## config.mk

```make
export PLATFORM = sky130hd
export DESIGN_NAME = pwm_match_bank
export DESIGN_NICKNAME = d
export VERILOG_FILES = /design/src/rtl/pwm_match_pkg.sv /design/src/rtl/pwm_period_counter.sv /design/src/rtl/pwm_arm_ctrl.sv /design/src/rtl/pwm_compare_slot.sv /design/src/rtl/pwm_dual_edge.sv /design/src/rtl/pwm_match_bank.sv
export SDC_FILE = /design/constraint.sdc
export NUM_CORES = 1
export LEC_CHECK = 0
export BUFFER_PORTS_ARGS = -buffer_cell sky130_fd_sc_hd__buf_2
export CAP_MARGIN = 20
export CELL_PAD_IN_SITES_DETAIL_PLACEMENT = 2
export CELL_PAD_IN_SITES_GLOBAL_PLACEMENT = 2
export CORE_UTILIZATION = 36
export DETAILED_ROUTE_END_ITERATION = 8
export PLACE_DENSITY = 0.92
export SKIP_CTS_REPAIR_TIMING = 1
export SLEW_MARGIN = 20
export SYNTH_ARGS = -nofsm -noshare
export SYNTH_HDL_FRONTEND = slang
export SYNTH_SLANG_ARGS = --single-unit
```

## constraint.sdc

```tcl
create_clock -name clk -period 4.15 [get_ports clk]
set_input_delay 0.415 -clock clk [delete_from_list [all_inputs] [get_ports clk]]
set_output_delay 0.415 -clock clk [all_outputs]
set_load 0.01 [all_outputs]
```

## src/rtl/pwm_match_pkg.sv

```systemverilog
package pwm_match_pkg;
  localparam int unsigned DEF_CNT_W     = 16;
  localparam int unsigned DEF_NUM_MATCH = 7;
  localparam int unsigned DEF_SET_IDX   = 1;
  localparam int unsigned DEF_CLR_IDX   = 2;

  function automatic int unsigned addr_bits(input int unsigned n_match);
    return $clog2(n_match + 1);
  endfunction
endpackage

```

## src/rtl/pwm_period_counter.sv

```systemverilog
module pwm_period_counter #(
  parameter int unsigned CNT_W = 16
) (
  input  logic             clk,
  input  logic             rst_n,
  input  logic             run,
  input  logic [CNT_W-1:0] limit,
  output logic [CNT_W-1:0] count,
  output logic             wrap
);
  logic [CNT_W-1:0] cnt_q;

  assign wrap  = run && (cnt_q == limit);
  assign count = cnt_q;

  always_ff @(posedge clk) begin
    if (!rst_n)      cnt_q <= '0;
    else if (wrap)   cnt_q <= '0;
    else if (run)    cnt_q <= cnt_q + 1'b1;
  end

  a_r8_wrap_to_zero: assert property (@(posedge clk) disable iff (!rst_n)
    wrap |=> (cnt_q == '0));
  a_r8_step: assert property (@(posedge clk) disable iff (!rst_n)
    (run && !wrap) |=> (cnt_q == $past(cnt_q) + 1'b1));
  a_r8_hold: assert property (@(posedge clk) disable iff (!rst_n)
    !run |=> $stable(cnt_q));
endmodule

```

## src/rtl/pwm_arm_ctrl.sv

```systemverilog
module pwm_arm_ctrl #(
  parameter int unsigned NUM_MATCH = 7
) (
  input  logic                 clk,
  input  logic                 rst_n,
  input  logic                 arm_wr,
  input  logic [NUM_MATCH-1:0] arm_data,
  input  logic                 boundary,
  output logic [NUM_MATCH-1:0] arm,
  output logic [NUM_MATCH-1:0] commit
);
  logic [NUM_MATCH-1:0] arm_q;

  assign arm    = arm_q;
  assign commit = boundary ? arm_q : '0;

  always_ff @(posedge clk) begin
    if (!rst_n)        arm_q <= '0;
    else if (arm_wr)   arm_q <= arm_data;
    else if (boundary) arm_q <= '0;
  end

  a_r4_self_clear: assert property (@(posedge clk) disable iff (!rst_n)
    (boundary && !arm_wr) |=> (arm_q == '0));
  a_r10_defer: assert property (@(posedge clk) disable iff (!rst_n)
    (boundary && arm_wr) |=> (arm_q == $past(arm_data)));
  a_r5_idle_keep: assert property (@(posedge clk) disable iff (!rst_n)
    (!boundary && !arm_wr) |=> $stable(arm_q));
endmodule

```

## src/rtl/pwm_compare_slot.sv

```systemverilog
module pwm_compare_slot #(
  parameter int unsigned CNT_W = 16
) (
  input  logic             clk,
  input  logic             rst_n,
  input  logic             stage_wr,
  input  logic [CNT_W-1:0] stage_data,
  input  logic             take,
  output logic [CNT_W-1:0] staged,
  output logic [CNT_W-1:0] live
);
  logic [CNT_W-1:0] stage_q, live_q;

  assign staged = stage_q;
  assign live   = live_q;

  always_ff @(posedge clk) begin
    if (!rst_n) begin
      stage_q <= '0;
      live_q  <= '0;
    end else begin
      if (stage_wr) stage_q <= stage_data;
      if (take)     live_q  <= stage_q;
    end
  end

  a_r1_live_hold: assert property (@(posedge clk) disable iff (!rst_n)
    !take |=> $stable(live_q));
  a_r3_take_stage: assert property (@(posedge clk) disable iff (!rst_n)
    take |=> (live_q == $past(stage_q)));
  a_r11_stage_kept: assert property (@(posedge clk) disable iff (!rst_n)
    stage_wr |=> (stage_q == $past(stage_data)));
endmodule

```

## src/rtl/pwm_dual_edge.sv

```systemverilog
module pwm_dual_edge #(
  parameter int unsigned CNT_W = 16
) (
  input  logic             clk,
  input  logic             rst_n,
  input  logic             run,
  input  logic [CNT_W-1:0] count,
  input  logic [CNT_W-1:0] rise_at,
  input  logic [CNT_W-1:0] fall_at,
  output logic             pwm
);
  logic pwm_q;
  logic hit_rise, hit_fall;

  assign hit_rise = run && (count == rise_at);
  assign hit_fall = run && (count == fall_at);
  assign pwm      = pwm_q;

  always_ff @(posedge clk) begin
    if (!rst_n)        pwm_q <= 1'b0;
    else if (hit_fall) pwm_q <= 1'b0;
    else if (hit_rise) pwm_q <= 1'b1;
  end

  a_r9_rise: assert property (@(posedge clk) disable iff (!rst_n)
    (run && count == rise_at && count != fall_at) |=> pwm_q);
  a_r9_fall: assert property (@(posedge clk) disable iff (!rst_n)
    (run && count == fall_at) |=> !pwm_q);
endmodule

```

## src/rtl/pwm_match_bank.sv

```systemverilog
module pwm_match_bank
  import pwm_match_pkg::*;
#(
  parameter int unsigned CNT_W     = DEF_CNT_W,
  parameter int unsigned NUM_MATCH = DEF_NUM_MATCH,
  parameter int unsigned SET_IDX   = DEF_SET_IDX,
  parameter int unsigned CLR_IDX   = DEF_CLR_IDX,
  localparam int unsigned ADDR_W   = addr_bits(NUM_MATCH),
  localparam int unsigned ARM_ADDR = NUM_MATCH
) (
  input  logic                       clk,
  input  logic                       rst_n,
  input  logic                       run,
  input  logic                       wr_en,
  input  logic [ADDR_W-1:0]          wr_addr,
  input  logic [CNT_W-1:0]           wr_data,
  input  logic [ADDR_W-1:0]          rd_addr,
  output logic [CNT_W-1:0]           rd_data,
  input  logic [ADDR_W-1:0]          dbg_sel,
  output logic [CNT_W-1:0]           dbg_shadow,
  output logic [CNT_W-1:0]           count,
  output logic                       match0_evt,
  output logic [NUM_MATCH*CNT_W-1:0] act_match,
  output logic                       pwm_dual
);
  logic [CNT_W-1:0]     live   [NUM_MATCH];
  logic [CNT_W-1:0]     staged [NUM_MATCH];
  logic [NUM_MATCH-1:0] arm, commit;
  logic                 arm_wr;

  assign arm_wr = wr_en && (wr_addr == ADDR_W'(ARM_ADDR));

  pwm_period_counter #(.CNT_W(CNT_W)) u_cnt (
    .clk(clk), .rst_n(rst_n), .run(run), .limit(live[0]),
    .count(count), .wrap(match0_evt)
  );

  pwm_arm_ctrl #(.NUM_MATCH(NUM_MATCH)) u_arm (
    .clk(clk), .rst_n(rst_n), .arm_wr(arm_wr),
    .arm_data(wr_data[NUM_MATCH-1:0]), .boundary(match0_evt),
    .arm(arm), .commit(commit)
  );

  for (genvar g = 0; g < NUM_MATCH; g++) begin : g_slot
    logic slot_wr;
    assign slot_wr = wr_en && (wr_addr == ADDR_W'(g));
    pwm_compare_slot #(.CNT_W(CNT_W)) u_slot (
      .clk(clk), .rst_n(rst_n), .stage_wr(slot_wr), .stage_data(wr_data),
      .take(commit[g]), .staged(staged[g]), .live(live[g])
    );
    assign act_match[g*CNT_W +: CNT_W] = live[g];
  end

  pwm_dual_edge #(.CNT_W(CNT_W)) u_dual (
    .clk(clk), .rst_n(rst_n), .run(run), .count(count),
    .rise_at(live[SET_IDX]), .fall_at(live[CLR_IDX]), .pwm(pwm_dual)
  );

  always_comb begin
    rd_data    = '0;
    dbg_shadow = '0;
    if (rd_addr == ADDR_W'(ARM_ADDR)) rd_data = CNT_W'(arm);
    for (int i = 0; i < NUM_MATCH; i++) begin
      if (rd_addr == ADDR_W'(i)) rd_data    = live[i];
      if (dbg_sel == ADDR_W'(i)) dbg_shadow = staged[i];
    end
  end

  a_r2_reserved_zero: assert property (@(posedge clk) disable iff (!rst_n)
    (rd_addr == ADDR_W'(ARM_ADDR)) |-> (rd_data[CNT_W-1:NUM_MATCH] == '0));
  a_r5_no_take_midperiod: assert property (@(posedge clk) disable iff (!rst_n)
    !match0_evt |=> $stable(act_match));
endmodule

```

==> reports/qor.txt <==
status: completed
Placed Cells: 2019
Post-synth EDFFs: 0
Synth Area in Compound Gates: 21.4%
largest net degree at the start of global routing: 96
Layout Cells excl Fill: 2071
GP Congestion: 0.942
largest family of logic cells by synthesized area: compound AO/OA/AOI/OAI gates
Layout Nets: 1638
DR iter-0 viols: 1634
unrepaired setup endpoints after global routing: no
initial core utilization: 36.6%
CTS Buf Count: 29
Fmax achieved: 0.285 GHz
Crit Path Category: flop to output port
layout cells sized above 1: 16.6%
DIE HEIGHT: 184 µm
mux cell area share after synthesis: 6.45%
# DRC: 0
P_leak: 5.07 nW
Final Skew: 0.0327 ns
synthesized flop and latch total: 248
max_slew headroom: 24.5%
post-layout min period: 3.51 ns
Post-Synth Simple-Gate Area: 19.9%
core footprint: 0.0326 mm²
Final Util: 42.8%
clock-pin transition on the worst setup and hold timing paths: 0.06 ns
Startpoint Class: flop
top_reg_cell synth: dfxtp_1
Synth-to-Final Area Change: 17.0%
first-pass GRT wire length: 94100 µm
Synth async-reset ratio: 0%
die width: 184 µm
sequential element share of the synthesized area: 41.6%
DR WL/cell: 31.3 µm
Syn Area/Cell: 7.91 µm²
Fin. Hold Viols: 0
most frequent cells in the layout: 346 x nand2_1, 248 x dfxtp_1, 218 x a21oi_1
Worst Setup End Kind: output port
Detailed Routing Iterations Pass 1: 5
Routed Antenna Nets: 0
crit share post-route: 84.6%
Syn. warnings: 0
syn nets: 1539
Mapped Cells: 1509
GRT Total Usage: 37.7%
initial antenna violation count: 4
Ports: 191
post-synthesis xor/xnor area fraction: 4.40%
Port Buffers: 190
worst skew pair latency: 0.57 ns
Setup violations, final: 0
most common cell after layout, fill and taps aside: nand2_1
n_diodes: 0
die area: 0.0339 mm²
MaxCap Viol Count: 0
Clock Tree Root: clkbuf_16
peak supply drop: 0.310 mV
data arrival time of the worst path: 3.10 ns
CP Data Required Time: 3.73 ns
Pwr Total: 5.62 mW
Filler Cell Count: 3679
Synth Area in Adders: 0.105%
H-tree depth: 1
Max Buffers Root-to-Sink: 3
Crit Path Max Fanout: 66
Hold Crit Class: primary input to flop
CTS tree: yes
DR vias/cell: 6.34
grt ovf: 0
final WL: 64800 µm
row cnt: 66
Max Slew Vio Count: 0
vias in the first global route: 13800
post-synthesis cell type count: 51
CTS Sinks: 248
post-detail-place hpwl: 44300 µm
setup TNS: 0 ns
Via Count: 13100
Worst-Margin Slew: 1.13 ns
Power Dens Cells: 403 mW/mm²
mapped cell area: 0.0119 mm²
sequential cells by signal (all words and copies together) (netlist names):
signal,cells
g_slot.u_slot.live,112
g_slot.u_slot.staged,112
u_cnt.count,16
u_arm.arm,7
u_dual.pwm,1
power breakdown:
group,leakage (nW),total (mW),switching [mW],internal [mW]
registers,2.00,2.45,0.0467,2.41
clock network,0.484,2.73,1.10,1.63
logic,2.58,0.443,0.338,0.105
total,5.07,5.62,1.49,4.14
metal layers:
metal | track usage [%] | part of all wire, %
met1 | 48.2 | 40
met2 | 60.2 | 46
met3 | 6.72 | 8.7
met4 | 20.4 | 5.7
met5 | 0 | 0.14
cell usage after synthesis, types with 2 or more instances:
cell	instances	area share, %
o32ai_1	9	0.66
a21oi_1	218	9.1
o221ai_1	22	1.6
a311oi_1	2	0.15
clkbuf_1	97	3.0
buf_4	6	0.38
a22oi_1	37	2.3
nor2_1	51	1.6
dfxtp_1	248	42
a22o_1	4	0.29
o31ai_1	48	3.0
buf_2	28	1.2
nor3_1	4	0.17
nand2b_1	7	0.37
a211oi_1	8	0.50
o21a_1	7	0.44
o22ai_1	21	1.1
and4_1	2	0.15
nor2b_1	15	0.79
nand3_1	39	1.6
nor4_1	3	0.16
xor2_1	18	1.3
mux2i_1	77	6.5
nand4_1	59	3.1
buf_12	3	0.50
inv_1	12	0.38
o21ai_0	34	1.4
and2_1	5	0.26
xnor2_1	42	3.1
buf_1	9	0.28
nand2_1	346	11
and3_1	6	0.31
buf_6	4	0.38
worst paths after layout:
path                                                start                                  endpoint  slack (ns)  cells after the start
setup / recovery              u_cnt.count[4]$_SDFFE_PP0P_                                match0_evt        0.64                      6
hold / removal                                wr_data[15]  g_slot[1].u_slot.staged[15]$_SDFFE_PN0P_        0.18                      3
setup reg to reg              u_cnt.count[2]$_SDFFE_PP0P_    g_slot[5].u_slot.live[13]$_SDFFE_PN0P_        1.19                      6
hold reg to reg   g_slot[2].u_slot.staged[0]$_SDFFE_PN0P_   g_slot[2].u_slot.staged[0]$_SDFFE_PN0P_        0.48                      2
worst max-delay path, stage by stage, from the launching register on:
cell	delay (ns)
dfxtp_1	0.60
xor2_1	0.12
nor4_1	0.46
nand3b_1	0.18
buf_4	0.38
nor2_2	0.55
buf_2	0.24
layout make-up:
type | instances | area, µm² | share of cell area, %
sequential | 248 | 4960 | 35.5
clock buffer | 44 | 872 | 6.24
inverter | 13 | 51.3 | 0.367
clock inverter | 8 | 124 | 0.887
tap | 442 | 553 | 3.96
timing repair buffer | 216 | 1160 | 8.31
multi-input combinational | 1100 | 6240 | 44.7
stage by stage:
stage / hold WS, ns / cell area [µm²] / setup WS, ns
finish: 0.185 / 14000 / 0.639
detailed placement: 0.473 / 13000 / 1.07
global route: 0.191 / 14000 / 0.642
floorplan: 0.449 / 11900 / 2.02
CTS: 0.166 / 14000 / 0.704
global placement: 0.456 / 13000 / 1.22
cells by family after synthesis:
group                      after synthesis
xor gates and xnor gates                60
adders and majority gates                1
AOI/OAI and AO/OA                      418
DFF                                    248
muxes                                   77
and+or+nand+nor                        544
buffers and inverters                  161
(Power assumes the default switching activity.)
